File: config.mk
export PLATFORM = sky130hd
export DESIGN_NAME = ser_ctl_seq
export DESIGN_NICKNAME = d
export VERILOG_FILES = /design/src/rtl/ser_ctl_pkg.sv /design/src/rtl/ser_bus_if.sv /design/src/rtl/ser_setup_fsm.sv /design/src/rtl/ser_cmd_reg.sv /design/src/rtl/ser_stat_mux.sv /design/src/rtl/ser_ctl_seq.sv
export SDC_FILE = /design/constraint.sdc
export NUM_CORES = 1
export LEC_CHECK = 0
export BUFFER_PORTS_ARGS = -buffer_cell sky130_fd_sc_hd__buf_2
export CORE_ASPECT_RATIO = 1.5
export CORE_MARGIN = 5
export CORE_UTILIZATION = 50
export DETAILED_ROUTE_END_ITERATION = 8
export GPL_ROUTABILITY_DRIVEN = 0
export GPL_TIMING_DRIVEN = 0
export PLACE_DENSITY_LB_ADDON = 0.3
export SLEW_MARGIN = 15
export SYNTH_ARGS = -nofsm -noshare
export SYNTH_HDL_FRONTEND = slang
export SYNTH_SLANG_ARGS = --single-unit
File: constraint.sdc
create_clock -name clk_i -period 4 [get_ports clk_i]
set_clock_uncertainty 0.2 [all_clocks]
set_input_delay 0.2 -clock clk_i [delete_from_list [all_inputs] [get_ports clk_i]]
set_output_delay 0.2 -clock clk_i [all_outputs]
set_load 0.01 [all_outputs]
File: src/rtl/ser_ctl_pkg.sv
package ser_ctl_pkg;
  localparam int unsigned BW = 8;

  typedef enum logic [1:0] {
    ST_MODE  = 2'd0,
    ST_SYNC1 = 2'd1,
    ST_SYNC2 = 2'd2,
    ST_RUN   = 2'd3
  } seq_st_e;

  typedef struct packed {
    logic       b7;
    logic       b6;
    logic       par_even;
    logic       par_en;
    logic [1:0] len;
    logic [1:0] baud;
  } mode_t;

  localparam int unsigned CMD_TXEN = 0;
  localparam int unsigned CMD_DTR  = 1;
  localparam int unsigned CMD_RXEN = 2;
  localparam int unsigned CMD_BRK  = 3;
  localparam int unsigned CMD_ERR  = 4;
  localparam int unsigned CMD_RTS  = 5;
  localparam int unsigned CMD_IRST = 6;
  localparam int unsigned CMD_HUNT = 7;
endpackage

File: src/rtl/ser_bus_if.sv
module ser_bus_if
  import ser_ctl_pkg::*;
#(
  parameter int unsigned W = BW
) (
  input  logic         clk_i,
  input  logic         rst_ni,
  input  logic         cs_ni,
  input  logic         wr_ni,
  input  logic         cd_i,
  input  logic [W-1:0] bus_i,
  output logic         ctl_wr_o,
  output logic         tx_load_o,
  output logic [W-1:0] tx_data_o
);
  logic wr_q, wr_fall;

  // one event per low pulse
  assign wr_fall  = wr_q & ~wr_ni & ~cs_ni;
  assign ctl_wr_o = wr_fall & cd_i;

  always_ff @(posedge clk_i or negedge rst_ni) begin
    if (!rst_ni) begin
      wr_q      <= 1'b1;
      tx_load_o <= 1'b0;
      tx_data_o <= '0;
    end else begin
      wr_q      <= wr_ni;
      tx_load_o <= wr_fall & ~cd_i;
      if (wr_fall && !cd_i) tx_data_o <= bus_i;
    end
  end
endmodule

File: src/rtl/ser_setup_fsm.sv
module ser_setup_fsm
  import ser_ctl_pkg::*;
#(
  parameter int unsigned W = BW
) (
  input  logic         clk_i,
  input  logic         rst_ni,
  input  logic         ctl_wr_i,
  input  logic [W-1:0] bus_i,
  output logic         cmd_wr_o,
  output mode_t        mode_o,
  output logic [W-1:0] sync1_o,
  output logic [W-1:0] sync2_o,
  output logic         done_o
);
  seq_st_e st_q, st_d;
  mode_t   wmode;

  assign wmode    = mode_t'(bus_i);
  assign cmd_wr_o = ctl_wr_i && (st_q == ST_RUN);
  assign done_o   = (st_q == ST_RUN);

  always_comb begin
    st_d = st_q;
    if (ctl_wr_i) begin
      unique case (st_q)
        ST_MODE:  st_d = (wmode.baud != 2'b00) ? ST_RUN : ST_SYNC1;
        ST_SYNC1: st_d = mode_o.b7 ? ST_RUN : ST_SYNC2;
        ST_SYNC2: st_d = ST_RUN;
        ST_RUN:   st_d = bus_i[CMD_IRST] ? ST_MODE : ST_RUN;
        default:  st_d = ST_MODE;
      endcase
    end
  end

  always_ff @(posedge clk_i or negedge rst_ni) begin
    if (!rst_ni) begin
      st_q    <= ST_MODE;
      mode_o  <= '0;
      sync1_o <= '0;
      sync2_o <= '0;
    end else begin
      st_q <= st_d;
      if (ctl_wr_i && st_q == ST_MODE)  mode_o  <= wmode;
      if (ctl_wr_i && st_q == ST_SYNC1) sync1_o <= bus_i;
      if (ctl_wr_i && st_q == ST_SYNC2) sync2_o <= bus_i;
    end
  end
endmodule

File: src/rtl/ser_cmd_reg.sv
module ser_cmd_reg
  import ser_ctl_pkg::*;
#(
  parameter int unsigned W = BW
) (
  input  logic         clk_i,
  input  logic         rst_ni,
  input  logic         cmd_wr_i,
  input  logic [W-1:0] bus_i,
  output logic [W-1:0] cmd_o,
  output logic         err_clr_o,
  output logic         dtr_no,
  output logic         rts_no
);
  logic [W-1:0] keep_mask;

  // pulse-type bits are never stored
  always_comb begin
    keep_mask = '1;
    keep_mask[CMD_ERR]  = 1'b0;
    keep_mask[CMD_IRST] = 1'b0;
  end

  always_ff @(posedge clk_i or negedge rst_ni) begin
    if (!rst_ni) begin
      cmd_o     <= '0;
      err_clr_o <= 1'b0;
    end else begin
      err_clr_o <= cmd_wr_i & bus_i[CMD_ERR];
      if (cmd_wr_i) cmd_o <= bus_i[CMD_IRST] ? '0 : (bus_i & keep_mask);
    end
  end

  assign dtr_no = ~cmd_o[CMD_DTR];
  assign rts_no = ~cmd_o[CMD_RTS];
endmodule

File: src/rtl/ser_stat_mux.sv
module ser_stat_mux
  import ser_ctl_pkg::*;
#(
  parameter int unsigned W = BW
) (
  input  logic         cs_ni,
  input  logic         rd_ni,
  input  logic         cd_i,
  input  logic [W-1:0] rx_data_i,
  input  logic [6:0]   flags_i,
  input  logic         dsr_ni,
  output logic [W-1:0] bus_o,
  output logic         bus_oe_o
);
  logic [W-1:0] stat;

  always_comb begin
    stat      = '0;
    stat[6:0] = flags_i;
    stat[7]   = ~dsr_ni;
  end

  assign bus_oe_o = ~cs_ni & ~rd_ni;
  assign bus_o    = !bus_oe_o ? '0 : (cd_i ? stat : rx_data_i);
endmodule

File: src/rtl/ser_ctl_seq.sv
module ser_ctl_seq
  import ser_ctl_pkg::*;
#(
  parameter int unsigned W = BW
) (
  input  logic         clk_i,
  input  logic         rst_ni,
  input  logic         cs_ni,
  input  logic         rd_ni,
  input  logic         wr_ni,
  input  logic         cd_i,
  input  logic [W-1:0] bus_i,
  output logic [W-1:0] bus_o,
  output logic         bus_oe_o,
  input  logic [W-1:0] rx_data_i,
  input  logic         tx_rdy_i,
  input  logic         rx_rdy_i,
  input  logic         tx_empty_i,
  input  logic         par_err_i,
  input  logic         ovr_err_i,
  input  logic         frm_err_i,
  input  logic         syn_brk_i,
  input  logic         dsr_ni,
  output logic         dtr_no,
  output logic         rts_no,
  output logic         cfg_done_o,
  output logic         sync_mode_o,
  output logic [1:0]   baud_sel_o,
  output logic [3:0]   char_bits_o,
  output logic         par_en_o,
  output logic         par_even_o,
  output logic [1:0]   stop_sel_o,
  output logic         ext_sync_o,
  output logic         one_sync_o,
  output logic [W-1:0] sync1_o,
  output logic [W-1:0] sync2_o,
  output logic         tx_en_o,
  output logic         rx_en_o,
  output logic         send_brk_o,
  output logic         hunt_o,
  output logic         err_clr_o,
  output logic         tx_load_o,
  output logic [W-1:0] tx_data_o
);
  localparam logic [3:0] MIN_BITS = 4'd5;

  logic         ctl_wr, cmd_wr;
  mode_t        mode;
  logic [W-1:0] cmd;

  ser_bus_if #(.W(W)) u_bus (
    .clk_i, .rst_ni, .cs_ni, .wr_ni, .cd_i, .bus_i,
    .ctl_wr_o(ctl_wr), .tx_load_o, .tx_data_o
  );

  ser_setup_fsm #(.W(W)) u_fsm (
    .clk_i, .rst_ni, .ctl_wr_i(ctl_wr), .bus_i,
    .cmd_wr_o(cmd_wr), .mode_o(mode), .sync1_o, .sync2_o, .done_o(cfg_done_o)
  );

  ser_cmd_reg #(.W(W)) u_cmd (
    .clk_i, .rst_ni, .cmd_wr_i(cmd_wr), .bus_i,
    .cmd_o(cmd), .err_clr_o, .dtr_no, .rts_no
  );

  ser_stat_mux #(.W(W)) u_stat (
    .cs_ni, .rd_ni, .cd_i, .rx_data_i,
    .flags_i({syn_brk_i, frm_err_i, ovr_err_i, par_err_i, tx_empty_i, rx_rdy_i, tx_rdy_i}),
    .dsr_ni, .bus_o, .bus_oe_o
  );

  assign sync_mode_o = cfg_done_o && (mode.baud == 2'b00);
  assign baud_sel_o  = mode.baud;
  assign char_bits_o = MIN_BITS + {2'b00, mode.len};
  assign par_en_o    = mode.par_en;
  assign par_even_o  = mode.par_even;
  assign stop_sel_o  = {mode.b7, mode.b6};
  assign ext_sync_o  = mode.b6;
  assign one_sync_o  = mode.b7;
  assign tx_en_o     = cmd[CMD_TXEN];
  assign rx_en_o     = cmd[CMD_RXEN];
  assign send_brk_o  = cmd[CMD_BRK];
  assign hunt_o      = cmd[CMD_HUNT];
endmodule

==> Word-level counts from Yosys, hierarchy flattened <==
Cells that the tools add are included.
{ "op_classes": {"addsub": 1, "reduce_logical": 10, "n_eq_ne": 3, "bitwise_logic": 13, "muxes": 7} }
{ "op_table": {"columns": ["operator", "count"], "rows": [
  ["two-way mux 8 bit", 3],
  ["one-hot mux 2 bit (4 select lines)", 1],
  ["NOT 1 bit", 7],
  ["bitwise AND 1 bit", 6],
  ["logical AND 1 bit", 6],
  ["adder 3 x 2 -> 4 bit, first input constant", 1],
  ["equality test 2 bit, second input constant", 2],
  ["zero test 2 bit", 2],
  ["two-way mux 2 bit", 2],
  ["equality test 2 x 1 -> 1 bit, second input constant", 1],
  ["nonzero test 2 bit", 1],
  ["zero test 1 bit", 1],
  ["two-way mux 1 bit", 1]
]} }
{ "totals": {"output_inout_bits": 55, "register_bits": 45, "wordCells": 48} }

==> Depth between registers and ports, before layout <==
{ "logic_depth": {"depth_word": 6, "depth_mapped": 4, "depth_no_buf": 3} }

==> Modules after synthesis <==
From an unflattened synthesis, not the netlist that was laid out.
{ "unflattened": {"hier_cells": 143, "hier_area_um2": 1919.3} }
{ "modules_own_cells": {"columns": ["module", "seq_area_each_um2", "area_per_inst_um2", "cells_each", "n_inst"], "rows": [
  ["ser_setup_fsm", 650.6, 1032.2, 66, 1],
  ["ser_bus_if", 251.5, 377.9, 20, 1],
  ["ser_cmd_reg", 175.2, 310.3, 30, 1],
  ["ser_stat_mux", 0.0, 138.9, 20, 1],
  ["ser_ctl_seq", 0.0, 60.1, 7, 1]
]} }

==> Least setup slack after synthesis <==
Ideal clock, no wire load.
{ "synth_path": {"path_kind": "reg-to-reg", "from": "reg u_bus.wr_q", "to": "reg u_bus.tx_data_o[0]", "path_buffers": 1, "required_ns": 3.675, "t_arrival_ns": 1.478, "stages_incl_launch_ff": 5, "path_slack_ns": 2.197, "setup_time_ns": 0.125, "path_cell_list": "dfstp_2 > or3b_1 > buf_4 > nor2_8 > mux2_2"} }
{ "synth_via": {"elab_chain_len": 3} }
{ "synth_rtl": {"columns": ["item", "line", "rtl"], "rows": [
  ["start, declared", "ser_bus_if.sv:16", "logic wr_q, wr_fall;"],
  ["start signal, assigned", "ser_bus_if.sv:28", "wr_q <= wr_ni;"],
  ["bitwise AND 1 bit (2 in a row)", "ser_bus_if.sv:19", "assign wr_fall = wr_q & ~wr_ni & ~cs_ni;"],
  ["logical AND 1 bit", "ser_bus_if.sv:30", "if (wr_fall && !cd_i) tx_data_o <= bus_i;"],
  ["end signal, assigned", "ser_bus_if.sv:30", null],
  ["end, declared", "ser_bus_if.sv:14", "output logic [W-1:0] tx_data_o"]
]} }
No other way between the ends.
A chain may end at the register's enable or synchronous reset.

==> Final worst setup path <==
{ "layout_path": {"from": "in wr_ni", "to": "reg u_bus.tx_data_o[2]"} }
{ "layout_via": {"elab_chain_len": 4} }
{ "layout_rtl": {"columns": ["item", "line", "rtl"], "rows": [
  ["start, declared", "ser_ctl_seq.sv:10", "input logic wr_ni,"],
  ["NOT 1 bit", "ser_bus_if.sv:19", null],
  ["bitwise AND 1 bit (2 in a row)", "ser_bus_if.sv:19", null],
  ["logical AND 1 bit", "ser_bus_if.sv:30", null]
]} }
No other way between the ends.

==> impl_metrics.toml <==
[die]
start_util_pct = 51.78
die-area_um2 = 5174
floorplan.die.height_um = 85.64
placeable_core_region_um2 = 3682
io-pin-count = 85
rows = 27
die_width_um = 60.42

[clocking]
cts_root_buf = "sky130_fd_sc_hd__clkbuf_8"
latest_clock_arrival_within_the_worst_skew_pair_ps = 290
cts-buffers-inserted = 5
cts.repair.resized = 0
cts_tree = "done"
clock_tree_buf_depth = 2
h-tree-depth = 2
clk_pin_slew_ps = 70
cts_sinks = 43

[placement]
detailed_place_hpwl_mm = 3.376
numPlacedInstances = 268
place_area_um2 = 2376
dpl_worst_slack_ps = 2054
buffer_ports.inserted = 83

[sta]
max_slew_margin_pct = 39.49
max_clock_freq_mhz = 490.3
rsz0062_at_grt = "false"
setup_violations = 0
timing_hold_violations_final = 0
final_period_minus_worst_setup_slack_ps = 2040
final_max_slew_viol_count = 0
tightestPinTransition_ps = 907.6
final.period_utilization_pct = 50.99
totalNegativeSetupSlack_ps = 0
fin_ws_ps = 1960

[layout]
final_net_count = 272
areaGrowthSynthToFinish_pct = 33.73
final_area_um2 = 2550
most-common-layout-cells = "83 x sky130_fd_sc_hd__buf_2, 42 x sky130_fd_sc_hd__dfrtp_1, 31 x sky130_fd_sc_hd__mux2_2"
num-fill-cells = 289
final_common_cell = "sky130_fd_sc_hd__buf_2"
drive_gt1_share_pct = 56.61
antenna_cells_inserted = 0
finish.cell_count_without_fillers = 285

[drt]
post-route-drc-count = 0
dr_total_vias = 1443
initialDrtViolationCount = 29
drt_pre_antenna_iters = 4
route.final.wire_length_mm = 4.447
route.antenna.remaining_nets = 0
wl_per_cell_um = 15.60
post_drt_via_cell_ratio = 5.063

[global_route]
first_global_vias = 1486
grt_use_total_pct = 18.58
antenna_found_initial = 0
first_pass_grt_wire_length_mm = 7.100
globalRoute.totalOverflow = 0
pin_count_of_the_biggest_net_entering_global_routing = 44

[power]
worst_ir_drop_vdd_mv = 0.3849
fin_total_pwr_mw = 1.220
p_leak_nw = 1.412
p_per_area_nw_per_um2 = 478.3

[synth]
syn_nets = 173
yosysSeqAreaShare_pct = 56.50
syn_avg_cell_area_um2 = 13.43
synth_cell_types = 26
synth_warnings = 0
postSynthCellCount = 142
netlist_area_um2 = 1907
synth-seq-cells = 43

[setup_path]
worst_setup_path_endpoint = "u_bus.tx_data_o[2]"
critPathArrivalTime_ps = 2010
critPathRequiredTime_ps = 3970
rr_worst_depth = 4
worst_setup_path_start_kind = "input port"
crit_type = "in2reg"
timing.critical_path.fanout_max = 10
crit_start = "wr_ni"
endpoint_class_of_the_critical_path = "flop"
reg2reg_from = "u_bus.wr_q"
crit-reg2reg-capture = "u_bus.tx_data_o[2]"
r2r_slack_ps = 2050

[run]
maxCapViolations = 0

[outcome]
run_status = "completed"

[worst_hold_path]
hold_path.class = "in2reg"
-- worst max-delay path: stages --
cell                            delay (ps)
sky130_fd_sc_hd__dlygate4sd3_1         540
sky130_fd_sc_hd__buf_2                 150
sky130_fd_sc_hd__or3b_1                370
sky130_fd_sc_hd__buf_4                 190
sky130_fd_sc_hd__nor2_8                190
sky130_fd_sc_hd__mux2_2                370
-- state kept, by name (all words and copies together), names as in the netlist --
| register | flops |
|---|---|
| u_fsm.sync1_o | 8 |
| u_bus.tx_load_o | 1 |
| u_fsm.st_q | 2 |
| u_bus.wr_q | 1 |
| u_bus.tx_data_o | 8 |
| u_fsm.sync2_o | 8 |
| u_cmd.cmd_o | 6 |
| u_cmd.err_clr_o | 1 |
| u_fsm.mode_o | 8 |
-- final cells by class --
cell class	count	area, µm²	area share, %
Inverter	11	41.29	1.619
Clock buffer	5	68.82	2.699
Sequential cell	43	1077	42.25
Clock inverter	3	15.01	0.5888
Multi-Input combinational cell	79	728.2	28.56
Timing Repair Buffer	92	505.5	19.82
Tap cell	43	53.80	2.110
Buffer	9	60.06	2.355
-- power by group --
part	switching, mW	total (mW)	internal, mW
clock network	0.141	0.260	0.119
logic	0.191	0.374	0.183
registers	0.0526	0.586	0.533
-- metal layers --
layer  wire [µm]  up-vias  track usage (%)
li1            -      693                -
met1        1649      683            19.98
met2        2323       61            33.46
met3         416        6            5.873
met4          59        0            5.917
met5           0        -                0
-- worst min-delay path by stage --
stage | startpoint | to | slack, ps | cells past startpoint
2_1_floorplan | rst_ni | u_bus.tx_data_o[0] | -300 | 0
3_3_place_gp | wr_ni | u_bus.wr_q | 140 | 1
3_5_place_dp | wr_ni | u_bus.wr_q | 140 | 1
4_1_cts | bus_i[5] | u_cmd.cmd_o[5] | 3 | 3
5_1_grt | bus_i[5] | u_fsm.sync1_o[5] | 20 | 2
6_report | bus_i[5] | u_cmd.cmd_o[5] | 3 | 3
-- synth_stat cells, drive strengths merged --
| cell type | number | area, µm² |
|---|---|---|
| or2 | 1 | 6.260 |
| inv | 11 | 41.29 |
| nor4 | 1 | 6.260 |
| buf | 7 | 52.55 |
| dfrtp | 42 | 1051 |
| mux2 | 31 | 349.1 |
| mux2i | 10 | 100.1 |
| a211oi | 1 | 7.510 |
| nand2b | 3 | 18.77 |
| o21a | 1 | 7.510 |
| and2 | 1 | 6.260 |
| ha | 1 | 12.51 |
| nand3 | 1 | 5.000 |
| o21ai | 4 | 20.02 |
| nor2 | 11 | 57.56 |
| and4bb | 1 | 12.51 |
| nand4 | 3 | 37.54 |
| o41ai | 4 | 35.03 |
| clkbuf | 2 | 7.510 |
| or3b | 1 | 8.760 |
| nor3b | 1 | 12.51 |
| o2111ai | 1 | 8.760 |
| dfstp | 1 | 26.28 |
| a32oi | 1 | 8.760 |
| o31ai | 1 | 7.510 |
-- what timing repair did --
item,in CTS,in global routing
setup buffers,0,0
hold endpoints to repair,62,0
hold buffers,9,0
-- cell families after synthesis --
| kind of cell | count (synthesis) | share of synthesized area [%] |
|---|---|---|
| muxes | 41 | 23.56 |
| and+or+nand+nor | 24 | 8.990 |
| adders and majority gates | 1 | 0.6561 |
| AOI/OAI and AO/OA | 13 | 4.987 |
| DFF | 43 | 56.50 |
| buffers and inverters | 20 | 5.315 |
-- stage by stage --
| stage | utilization (%) | hold WS (ps) |
|---|---|---|
| floorplan | - | -295.6 |
| global placement | 64.53 | 136.9 |
| detailed placement | 64.53 | 142.2 |
| CTS | 69.25 | 3.041 |
| global route | 69.25 | 24.68 |
| finish | 69.25 | 2.734 |
No activity file was read; power rests on OpenSTA's default activity.
